### src/rtl/vnarrow_pkg.sv
package vnarrow_pkg;
  typedef enum logic [1:0] {
    SZ_B8  = 2'b00,
    SZ_H16 = 2'b01,
    SZ_W32 = 2'b10,
    SZ_RSV = 2'b11
  } laneSize_e;

  // strobes from control to datapath
  typedef struct packed {
    logic      load;
    logic      squash;
    laneSize_e size;
  } dpCtrl_t;
endpackage

### src/rtl/vnarrow_dpath.sv
module vnarrow_dpath
  import vnarrow_pkg::*;
#(
  parameter int DST_W = 64
) (
  input  logic               clk,
  input  logic               rstN,
  input  dpCtrl_t            ctrl,
  input  logic [2*DST_W-1:0] srcVec,
  output logic [DST_W-1:0]   resVec
);
  localparam int NUM_SZ = 3;

  logic [NUM_SZ-1:0][DST_W-1:0] cand;
  logic [DST_W-1:0] nxtVec;

  // one fixed wiring pattern per legal lane width
  for (genvar s = 0; s < NUM_SZ; s++) begin : g_size
    localparam int LW = 8 << s;
    localparam int NL = DST_W / LW;
    for (genvar e = 0; e < NL; e++) begin : g_lane
      assign cand[s][e*LW +: LW] = srcVec[e*2*LW +: LW];
    end
  end

  always_comb begin
    case (ctrl.size)
      SZ_B8:   nxtVec = cand[0];
      SZ_H16:  nxtVec = cand[1];
      SZ_W32:  nxtVec = cand[2];
      default: nxtVec = '0;
    endcase
    if (ctrl.squash) nxtVec = '0;
  end

  always_ff @(posedge clk) begin
    if (!rstN)          resVec <= '0;
    else if (ctrl.load) resVec <= nxtVec;
  end
endmodule

### src/rtl/vnarrow_ctrl.sv
module vnarrow_ctrl
  import vnarrow_pkg::*;
#(
  parameter int FLD_W = 4,
  localparam int IDX_W = FLD_W + 1
) (
  input  logic             clk,
  input  logic             rstN,
  input  logic             inValid,
  output logic             inReady,
  input  logic [1:0]       inSize,
  input  logic             dstHi,
  input  logic [FLD_W-1:0] dstLo,
  input  logic             srcHi,
  input  logic [FLD_W-1:0] srcLo,
  output logic             outValid,
  input  logic             outReady,
  output logic [IDX_W-1:0] outDest,
  output logic [FLD_W-1:0] outSrc,
  output logic             outUndef,
  output dpCtrl_t          ctrl
);
  logic accept;
  logic undefNow;
  logic [IDX_W-1:0] srcNum;

  assign inReady  = outReady | ~outValid;
  assign accept   = inValid & inReady;
  assign undefNow = (laneSize_e'(inSize) == SZ_RSV) | srcLo[0];
  assign srcNum   = {srcHi, srcLo};

  assign ctrl.load   = accept;
  assign ctrl.squash = undefNow;
  assign ctrl.size   = laneSize_e'(inSize);

  always_ff @(posedge clk) begin
    if (!rstN) begin
      outValid <= 1'b0;
      outDest  <= '0;
      outSrc   <= '0;
      outUndef <= 1'b0;
    end else if (accept) begin
      outValid <= 1'b1;
      outDest  <= {dstHi, dstLo};
      outSrc   <= srcNum[IDX_W-1:1];
      outUndef <= undefNow;
    end else if (outReady) begin
      outValid <= 1'b0;
    end
  end
endmodule

### src/rtl/vnarrow_unit.sv
module vnarrow_unit
  import vnarrow_pkg::*;
#(
  parameter int DST_W = 64,
  parameter int FLD_W = 4,
  localparam int SRC_W = 2 * DST_W,
  localparam int IDX_W = FLD_W + 1
) (
  input  logic             clk,
  input  logic             rstN,
  input  logic             inValid,
  output logic             inReady,
  input  logic [SRC_W-1:0] inVec,
  input  logic [1:0]       inSize,
  input  logic             dstHi,
  input  logic [FLD_W-1:0] dstLo,
  input  logic             srcHi,
  input  logic [FLD_W-1:0] srcLo,
  output logic             outValid,
  input  logic             outReady,
  output logic [DST_W-1:0] outVec,
  output logic [IDX_W-1:0] outDest,
  output logic [FLD_W-1:0] outSrc,
  output logic             outUndef
);
  dpCtrl_t dpCtrl;

  vnarrow_ctrl #(.FLD_W(FLD_W)) u_ctrl (
    .clk(clk), .rstN(rstN), .inValid(inValid), .inReady(inReady),
    .inSize(inSize), .dstHi(dstHi), .dstLo(dstLo), .srcHi(srcHi),
    .srcLo(srcLo), .outValid(outValid), .outReady(outReady),
    .outDest(outDest), .outSrc(outSrc), .outUndef(outUndef), .ctrl(dpCtrl)
  );

  vnarrow_dpath #(.DST_W(DST_W)) u_dpath (
    .clk(clk), .rstN(rstN), .ctrl(dpCtrl), .srcVec(inVec), .resVec(outVec)
  );
endmodule

### config.mk
export PLATFORM = sky130hd
export DESIGN_NAME = vnarrow_unit
export DESIGN_NICKNAME = d
export VERILOG_FILES = /design/src/rtl/vnarrow_pkg.sv /design/src/rtl/vnarrow_dpath.sv /design/src/rtl/vnarrow_ctrl.sv /design/src/rtl/vnarrow_unit.sv
export SDC_FILE = /design/constraint.sdc
export NUM_CORES = 1
export LEC_CHECK = 0
export ABC_AREA = 0
export ABC_CLOCK_PERIOD_IN_PS = 1500
export BUFFER_PORTS_ARGS = -buffer_cell sky130_fd_sc_hd__buf_2
export CORE_ASPECT_RATIO = 0.5
export CORE_MARGIN = 4
export CORE_UTILIZATION = 41
export CTS_BUF_LIST = sky130_fd_sc_hd__clkbuf_4
export CTS_CLUSTER_DIAMETER = 200
export DETAILED_ROUTE_END_ITERATION = 12
export MAX_ROUTING_LAYER = met4
export PLACE_DENSITY = 0.84
export SLEW_MARGIN = 15
export SYNTH_ARGS = -nofsm -noshare
export SYNTH_HDL_FRONTEND = slang
export SYNTH_SLANG_ARGS = --single-unit
export TNS_END_PERCENT = 50
### constraint.sdc
create_clock -name clk -period 1.5 [get_ports clk]
set_clock_uncertainty 0.2 [all_clocks]
set_input_delay 0.225 -clock clk [delete_from_list [all_inputs] [get_ports clk]]
set_output_delay 0.225 -clock clk [all_outputs]
set_load 0.05 [all_outputs]
=== After elaboration in Yosys (flattened, before gate mapping) ===
Cells that the tools add are included.

* Equality and inequality tests: 3
* Multiplexer cells: 4
* Bitwise logic cells: 4
* Reductions and logical operators: 2

{| class="wikitable"
|+ Operators with widths
! cell !! number
|-
| 64-bit one-hot mux with 3 select lines || 1
|-
| 64-bit two-way mux || 1
|-
| 2-bit equality test, second input constant || 2
|-
| 2-bit by 1-bit equality test with 1-bit output, second input constant || 1
|-
| 2-bit zero test || 1
|-
| 1-bit two-way mux || 2
|-
| 1-bit bitwise OR || 2
|-
| 2-bit nonzero test || 1
|-
| 1-bit AND || 1
|-
| 1-bit NOT || 1
|}

* Register bits: 75
* Input port bits: 144
* Output and inout bits: 76
* Logic and storage cells: 18

=== Depth between registers and ports, before layout ===
Gate-level depths: netlist of the first run.

* Depth after elaboration: 4
* Depth in mapped cells: 7
* Depth with buffers taken out: 4

=== Hierarchy ===
Synthesis of the first run repeated with hierarchy kept, for this count alone.

* Cell total of the unflattened synthesis: 369
* Area total of the unflattened synthesis: 3537.1 um^2

{| class="wikitable"
|+ Modules (own cells, without submodules)
! module !! instances !! cells an instance !! area an instance (um^2) !! seq. area each (um^2)
|-
| vnarrow_dpath || 1 || 314 || 3026.7 || 1281.2
|-
| vnarrow_ctrl || 1 || 55 || 510.5 || 220.2
|}

=== Least setup slack after synthesis of the first run ===
OpenSTA, ideal clock, no wires.

* Path kind: reg-to-reg
* From: register u_ctrl.outValid
* To: register u_dpath.resVec[24]
* Library setup time: 117 ps
* Data arrival time: 1625 ps
* Data required time: 1183 ps
* Setup slack: -442 ps
* Stages on the path, launching flop included: 8
* Buffers on the path: 3
* Clock period less this slack: 1942 ps
* Cell sequence: dfxtp_1 > nor2b_1 > buf_2 > inv_1 > and4_1 > buf_4 > buf_6 > a32o_1

* Cells in the longest elaborated chain, start to end: 3

{| class="wikitable"
|+ RTL lines
! element !! RTL line !! source
|-
| start, declared || vnarrow_ctrl.sv:16 || <nowiki>output logic outValid,</nowiki>
|-
| start signal, assigned || vnarrow_ctrl.sv:38 || <nowiki>outValid <= 1'b0;</nowiki>
|-
| start signal, assigned || vnarrow_ctrl.sv:43 || <nowiki>outValid <= 1'b1;</nowiki>
|-
| start signal, assigned || vnarrow_ctrl.sv:48 || <nowiki>outValid <= 1'b0;</nowiki>
|-
| 1-bit NOT || vnarrow_ctrl.sv:27 || <nowiki>assign inReady = outReady | ~outValid;</nowiki>
|-
| 1-bit bitwise OR || vnarrow_ctrl.sv:27 ||
|-
| 1-bit AND || vnarrow_ctrl.sv:28 || <nowiki>assign accept = inValid & inReady;</nowiki>
|-
| end signal, assigned || vnarrow_dpath.sv:38 || <nowiki>else if (ctrl.load) resVec <= nxtVec;</nowiki>
|-
| end, declared || vnarrow_dpath.sv:10 || <nowiki>output logic [DST_W-1:0] resVec</nowiki>
|}

No other way between the ends.
A chain may end at the register's enable or synchronous reset.

=== Final worst setup path of the first run ===
* From: register u_ctrl.outValid
* To: output inReady

* Cells in the longest elaborated chain, start to end: 2

{| class="wikitable"
|+ RTL lines
! element !! RTL line !! source
|-
| 1-bit NOT || vnarrow_ctrl.sv:27 ||
|-
| 1-bit bitwise OR || vnarrow_ctrl.sv:27 ||
|-
| end, declared || vnarrow_unit.sv:12 || <nowiki>output logic inReady,</nowiki>
|}

No other way between the ends.

==> impl_results.md, run 1 <==
* Status: complete, but fails checks
* Failing checks: negative setup slack
* Row Count at 24
* Hold Fails Final Rpt at 0
* Root Buffer: clkbuf_4
* Vias per std cell at 5.86
* Dpl hpwl at between 8 and 9 mm
* Initial antenna violation count at 0
* Drt wl/cell at about 20 um
* RSZ-0062 raised after global routing: yes
* Max cap viols at 0
* Leakage power at 0.00272 uW
* Setup crit start kind: flop
* Min-Delay Path Class: primary input to flop
* Clock Pin Slew Worst Setup and Hold Paths at around 0.12 ns
* Layout cells sized above 1 at roughly two fifths
* Area of the multi-input gates at between 2000 and 2500 um^2
* Net Switching at 1540 uW
* Post-synthesis net count at approximately 550
* First-pass GRT wire length at ~22 mm
* Synth area leader: dfxtp_1
* Area growth syn-to-layout at 66.2%
* Number of nets in the layout at 821
* Switching share of total power at about a third
* Cell internal pwr at around 3200 uW
* Largest cells by area after synthesis: dfxtp_1 (40%), mux2i_1 (8.6%), a21oi_1 (5.8%)
* DRT Pass-1 Iters at 5
* Mapped Area at ~3700 um^2
* Most frequent cells in the layout: buf_2 (129), dlygate4sd3_1 (76), dfxtp_1 (74)
* Slew @ Worst Pin at between 0.3 and 0.4 ns
* Fillers at 617
* Initial core utilization at between 40% and 50%
* Yosys cell types at 27
* Sequential-to-total area share from yosys stat at between 40 and 50%
* Die Ht at roughly 75 um
* Maximum vdd drop at between 0.6 and 0.7 mV
* Final worst setup slack at -0.144 ns
* Gr ovfl total at 0
* Clk buf depth at 2
* Worst hold margin at between 0.02 and 0.03 ns
* Critical Path Sink Type: output port
* Flop-to-flop setup slack at -0.07 ns
* Register share of total power at about 45%
* Post-synth top area share at between 40% and 50%
* Syn. warnings at 0
* F_max at 608 MHz
* Clock share of power at a little over a quarter
* Final setup viols at 30
* Fin util at a little over two thirds
* Total number of vias at between 4000 and 5000
* Die Area at roughly 11000 um^2
* Critical path data arrival time at about 1.2 ns
* Area of the core at 8770 um^2
* Pwr Density at approximately 760 nW/um^2
* Htree depth at 3
* Syn Area/Cell at between 9 and 10 um^2
* Min Tclk post-route at ~1.6 ns
* Number of global-route vias before repair at about 4500
* Port buffer count at 203
* Largest net degree at the start of global routing at 34
* CTS Sinks at 75
* Crit Path Class: flop to output port
* Worst-Skew Late Latency at about 0.42 ns
* Post-Syn Instances at roughly 410
* Logic gate share of total power at ~29%
* Synthesis-stage register bit count at 75
* Max-slew violations at 0
* CP Max Fanout at 2
* Period utilization at 110%
* DRC at 0
* GPL Wtd Cong at between 0.8 and 0.9
* Setup TNS at -1.00 ns
* CP required at between 1 and 1.5 ns
* GRT Total Usage at a little over a quarter
* Die span in x at 143 um
* TritonCTS buffer count at 9
* Slew headroom at about three quarters
* DR iter-0 viols at 389
* Commonest non-fill, non-tap cell in the layout: buf_2
* FF+latch area at between 1500 and 2000 um^2
* CTS tree: yes
* I/O pin total at 220
* Antenna Violating Nets Remaining at 0
* Final WL at around 16 mm
final cells by class:
cell class,count,share of cell area (%)
well taps,117,2.37
flip-flops and latches,75,24.4
inverters,3,0.182
clock buffers,9,1.09
multi-input cells,278,33.3
clock inverters,7,1.09
repair buffers,310,37.5
diodes,1,0.0405
per-stage QoR:
| step | power (uW) | setup WS, ns | instance area (um^2) | instances |
|---|---|---|---|---|
| final | 4700 | -0.144 | 6170 | 800 |
| after global routing | 4880 | -0.230 | 6170 | 799 |
| after CTS | 4600 | -0.187 | 5920 | 798 |
| after detailed placement | 3180 | -0.0975 | 4890 | 703 |
| after global placement | 3170 | -0.0751 | 4890 | 703 |
| after floorplan | 2820 | -0.184 | 3750 | 407 |
power groups by stage:
stage / registers, uW / clock network, uW / logic (uW)
global route: 2110 / 1360 / 1420
floorplan: 2380 / 0 / 439
global placement: 2130 / 0 / 1030
detailed placement: 2140 / 0 / 1050
finish: 2100 / 1250 / 1360
CTS: 2090 / 1270 / 1240
synth_stat cells, drive strengths merged:
cell	number
clkbuf	19
and3b	16
dfxtp	75
nor2	1
nand2	17
nor2b	18
o2111ai	16
nand4	17
o21ai	41
a211oi	1
and4	1
nand3	9
mux2i	32
buf	33
a2bb2oi	16
a21oi	44
a32o	16
clkinv	1
o22ai	16
inv	2
o2bb2ai	16
metal layers:
metal / track usage, % / up-vias / wire, um
met5: - / - / 0
met4: 13.9 / 0 / 828
met3: 5.77 / 90 / 1160
met2: 46.6 / 305 / 8020
met1: 29.2 / 2180 / 5810
li1: - / 2111 / -
state kept, by name, indices dropped and copies added (netlist names):
name,flops
u_ctrl.outValid,1
u_ctrl.outSrc,4
u_dpath.resVec,64
u_ctrl.outUndef,1
u_ctrl.outDest,5
kinds of logic after synthesis:
family	synth area share (%)
flip-flops	40.4
AO/OA/AOI/OAI	30.3
AND/OR/NAND/NOR	13.5
multiplexers	8.63
buffers and inverters	7.18
critical path, stage by stage (launching register included):
cell and delay, ns:
dfxtp_4 0.36, nor2b_4 0.14, inv_2 0.04, buf_6 0.11, buf_8 0.14
what timing repair did:
| action | 4_1_cts | 5_1_grt |
|---|---|---|
| hold endpoints to repair | 57 | 0 |
| gates cloned | 1 | 1 |
| hold buffers | 76 | 0 |
| pin swaps | 0 | 6 |
| buffers inserted | 2 | 0 |
| setup endpoints to repair | 49 | 110 |
| gates resized for setup | 37 | 89 |
final timing paths:
path | end | cells past startpoint | startpoint
setup reg to reg | u_dpath.resVec[41] | 6 | u_ctrl.outValid
hold reg to reg | u_dpath.resVec[49] | 2 | u_dpath.resVec[49]
setup / recovery | inReady | 4 | u_ctrl.outValid
hold / removal | u_dpath.resVec[24] | 4 | inVec[40]
Note: power is estimated with default switching activity, not from simulation.
==> inputs of run 2 (changes only) <==
--- a/config.mk
+++ b/config.mk
@@ -10,7 +10,7 @@
 export BUFFER_PORTS_ARGS = -buffer_cell sky130_fd_sc_hd__buf_2
 export CORE_ASPECT_RATIO = 0.5
 export CORE_MARGIN = 4
-export CORE_UTILIZATION = 41
+export CORE_UTILIZATION = 40
 export CTS_BUF_LIST = sky130_fd_sc_hd__clkbuf_4
 export CTS_CLUSTER_DIAMETER = 200
 export DETAILED_ROUTE_END_ITERATION = 12
@@ -19,5 +19,6 @@
 export SLEW_MARGIN = 15
 export SYNTH_ARGS = -nofsm -noshare
 export SYNTH_HDL_FRONTEND = slang
+export SYNTH_HIERARCHICAL = 1
 export SYNTH_SLANG_ARGS = --single-unit
 export TNS_END_PERCENT = 50
==> run 2 against run 1 <==
  * The run still ends with negative setup slack left
  * Synthesized area is 4.8% lower
  * Register-to-register slack worse by 0.27 ns
  * Clock power hardly changed
  * Die area is 2.2% lower
  * Critical path type is now flop to flop
  * Largest power group unchanged
==> impl_results.md, run 2 <==
* CP required at 1.65 ns (+0.58 ns)
* Initial antenna violation count at 2 (+2)
* Area of the core at 8290 um^2 (-5.5%)
* Most frequent CP cell: buf_6
* Total number of vias at 4668 (-0.38%)
* CTS Sinks at 75 (unchanged)
* Area of the multi-input gates at 1950 um^2 (-5.1%)
* Slew headroom at 51.0% (-26 points)
* Top post-synthesis cells by count: dfxtp_1 (75), a21oi_1 (33), nor2_1 (17), nor2b_1 (17)
* First-pass GRT wire length at 21.9 mm (-0.37%)
* Slew @ Worst Pin at 0.735 ns (+0.388 ns)
* Period utilization at 122% (+13 points)
* Max stage delay on crit path at 0.39 ns (+0.03 ns)
* Crit Path Class: flop to flop
* DRC at 0 (unchanged)
* Register share of total power at 43.2% (-1.5 points)
* Final setup viols at 71 (+140%)
* GRT met3 Usage at 5.97% (+0.20 points)
* Setup crit start kind: flop
* Fillers at 481 (-22%)
* Switching share of total power at 33.8% (+1.0 points)
* Vias per std cell at 5.95 (+1.6%)
* Mapped Area at 3540 um^2 (-4.8%)
* Cell internal pwr at 3270 uW (+3.4%)
* Clk buf depth at 2 (unchanged)
* Area growth syn-to-layout at 78.0%
* Post-synthesis net count at 513 (-6.9%)
* Slowest CP cell: dfxtp_4
* Grt met1 use at 25.3% (-4.0 points)
* Syn Area/Cell at 9.59 um^2 (+5.1%)
* Net Switching at 1670 uW (+8.2%)
* Final worst setup slack at -0.337 ns (-0.194 ns)
* Logic gate share of total power at 31.2% (+2.4 points)
* Clock Pin Slew Worst Setup and Hold Paths at 0.14 ns (+0.02 ns)
* Gr busiest metal: met2
* Maximum vdd drop at 0.619 mV (-1.2%)
* Biggest regs: u_dpath/resVec x64, u_ctrl/outDest x5, u_ctrl/outSrc x4
* Post-Syn Instances at 369 (-9.3%)
* Root Buffer: clkbuf_4
* Largest cells by area after synthesis: dfxtp_1 (42%), a221oi_2 (5.5%), mux2_2 (5.1%)
* Htree depth at 3 (unchanged)
* Worst-Skew Late Latency at 0.44 ns (+0.02 ns)
* Post-synth top area share at 42.4% (+2.0 points)
* Most frequent cells in the layout: buf_2 (136), dlygate4sd3_1 (87), dfxtp_1 (74)
* Layout cells sized above 1 at 49.9% (+10 points)
* Max cap viols at 0 (unchanged)
* Die span in x at 141 um (-1.1%)
* Top_reg_cell synth: dfxtp_1
* Synth area leader: dfxtp_1
* I/O pin total at 220 (unchanged)
* Initial core utilization at 42.7% (+0.33 points)
* Min-Delay Path Class: primary input to flop
* CP Max Fanout at 8 (+6)
* Fin util at 76.0% (+5.6 points)
* Commonest non-fill, non-tap cell in the layout: buf_2
* Critical path data arrival time at 1.99 ns (+0.77 ns)
* Fraction of registers with async set or reset after synthesis at 0% (unchanged)
* Yosys cell types at 31 (+15%)
* Dpl hpwl at 8.27 mm (-7.0%)
* Largest net degree at the start of global routing at 41 (+21%)
* Top-count cell post-synth: dfxtp_1
* RSZ-0062 raised after global routing: yes
* Failing checks: negative setup slack
* Leakage power at 0.00279 uW (+2.9%)
* Met2 Use GR at 51.7% (+5.1 points)
* Critical Path Sink Type: flop
* Sequential-to-total area share from yosys stat at 42.4% (+2.0 points)
* GRT Total Usage at 27.1% (+0.53 points)
* CTS tree: yes
* Dpl ws at -0.414 ns (-0.317 ns)
* Post-synth EDFFs at 0 (unchanged)
* CP cell instances: nand2b_4, and2_4, buf_6, nor2b_4, buf_6, buf_8, a21oi_1, nor3_1
* Port buffer count at 203 (unchanged)
* Max reg flops at 64 (unchanged)
* Status: complete, but fails checks
* DR iter-0 viols at 598 (+54%)
* Clock share of power at 25.6% (-0.9 points)
* Max-slew violations at 0 (unchanged)
* FF+latch area at 1510 um^2 (unchanged)
* F_max at 544 MHz (-11%)
* Min Tclk post-route at 1.84 ns (+0.194 ns)
* Drt wl/cell at 21.9 um (+11%)
* Number of global-route vias before repair at 4569 (+2.5%)
* Die Area at 10500 um^2 (-2.2%)
* TritonCTS buffer count at 9 (unchanged)
* Largest Register: u_dpath/resVec
* Die Ht at 74.5 um (-1.1%)
* Pwr Density at 785 nW/um^2 (+3.0%)
* Antenna Violating Nets Remaining at 0 (unchanged)
* Gr ovfl total at 0 (unchanged)
* Hold Fails Final Rpt at 0 (unchanged)
* GPL Wtd Cong at 0.852 (-1.1%)
* Final WL at 17.2 mm (+8.7%)
* Synthesis-stage register bit count at 75 (unchanged)
* Number of nets in the layout at 810 (-1.3%)
* Syn. warnings at 6 (+6)
* DRT Pass-1 Iters at 5 (unchanged)
* Row Count at 23 (-4.2%)
==> run 2: cell types whose count changed in the layout (fill, tap and decap cells not counted), sizes merged, moves of 17 or more <==
cell,previous run,this run
nand2b,0,17
buf,193,213
mux2i,32,0
o21ai,41,9
==> run 2: logic make-up after synthesis <==
family / synth area share, %
xor+xnor: 0.460
compound gates: 25.2
mux: 5.09
simple gates: 19.7
buf+inv: 7.15
flops: 42.4
==> run 2: cell type report <==
cell class / count / share of cell area (%)
inverters: 3 / 0.179
flip-flops and latches: 75 / 23.9
repair buffers: 326 / 40.5
clock buffers: 10 / 1.19
diodes: 2 / 0.0795
multi-input cells: 251 / 31.0
clock inverters: 5 / 0.875
well taps: 112 / 2.23
==> run 2: what timing repair did <==
| action | in CTS | in global routing |
|---|---|---|
| cloned | 0 | 5 |
| gates resized for setup | 32 | 102 |
| endpoints found under the setup margin | 76 | 122 |
| hold endpoints to repair | 70 | 2 |
| setup buffers | 1 | 12 |
| hold buffers | 85 | 2 |
| pin swaps | 6 | 5 |
==> run 2: worst paths after layout <==
kind | start | to | slack (ns) | cells past startpoint
min reg2reg | u_ctrl/outDest[1] | u_ctrl/outDest[1] | 0.27 | 2
max | u_ctrl/outValid | u_dpath/resVec[29] | -0.34 | 8
min | inVec[34] | u_dpath/resVec[18] | 0.03 | 3
max reg2reg | u_ctrl/outValid | u_dpath/resVec[29] | -0.34 | 8
==> run 2: routing by layer <==
| metal | up-vias | wire length [um] |
|---|---|---|
| met5 | - | 0 |
| met3 | 159 | 1530 |
| met2 | 401 | 8410 |
| met4 | 0 | 1380 |
| li1 | 1973 | - |
| met1 | 2135 | 5870 |
==> run 2: critical path, delay by kind of cell, from the launching register on <==
family	cells	cell delay [ns]
AND/OR/NAND/NOR	4	0.69
flip-flops	1	0.39
buffers and inverters	3	0.38
AO/OA/AOI/OAI	1	0.08
==> run 2: through the flow <==
step           power [uW]  TNS [ns]  hold WS, ns  cell area [um^2]  cells
2_1_floorplan        2890    -24.51        0.159              3580    369
3_3_place_gp         3240    -10.98        0.244              4710    664
3_5_place_dp         3260    -13.30        0.253              4710    664
4_1_cts              4680     -5.66     0.000875              5800    765
5_1_grt              5100    -17.73       0.0285              6290    784
6_report             4940    -14.74       0.0330              6290    784
==> run 2: power by group through the flow <==
stage                     Combinational [uW]  Clock (uW)  Sequential [uW]
after floorplan                          437           0             2450
after global placement                  1080           0             2160
after detailed placement                1100           0             2160
after CTS                               1300        1260             2120
after global routing                    1600        1360             2140
final                                   1540        1260             2130
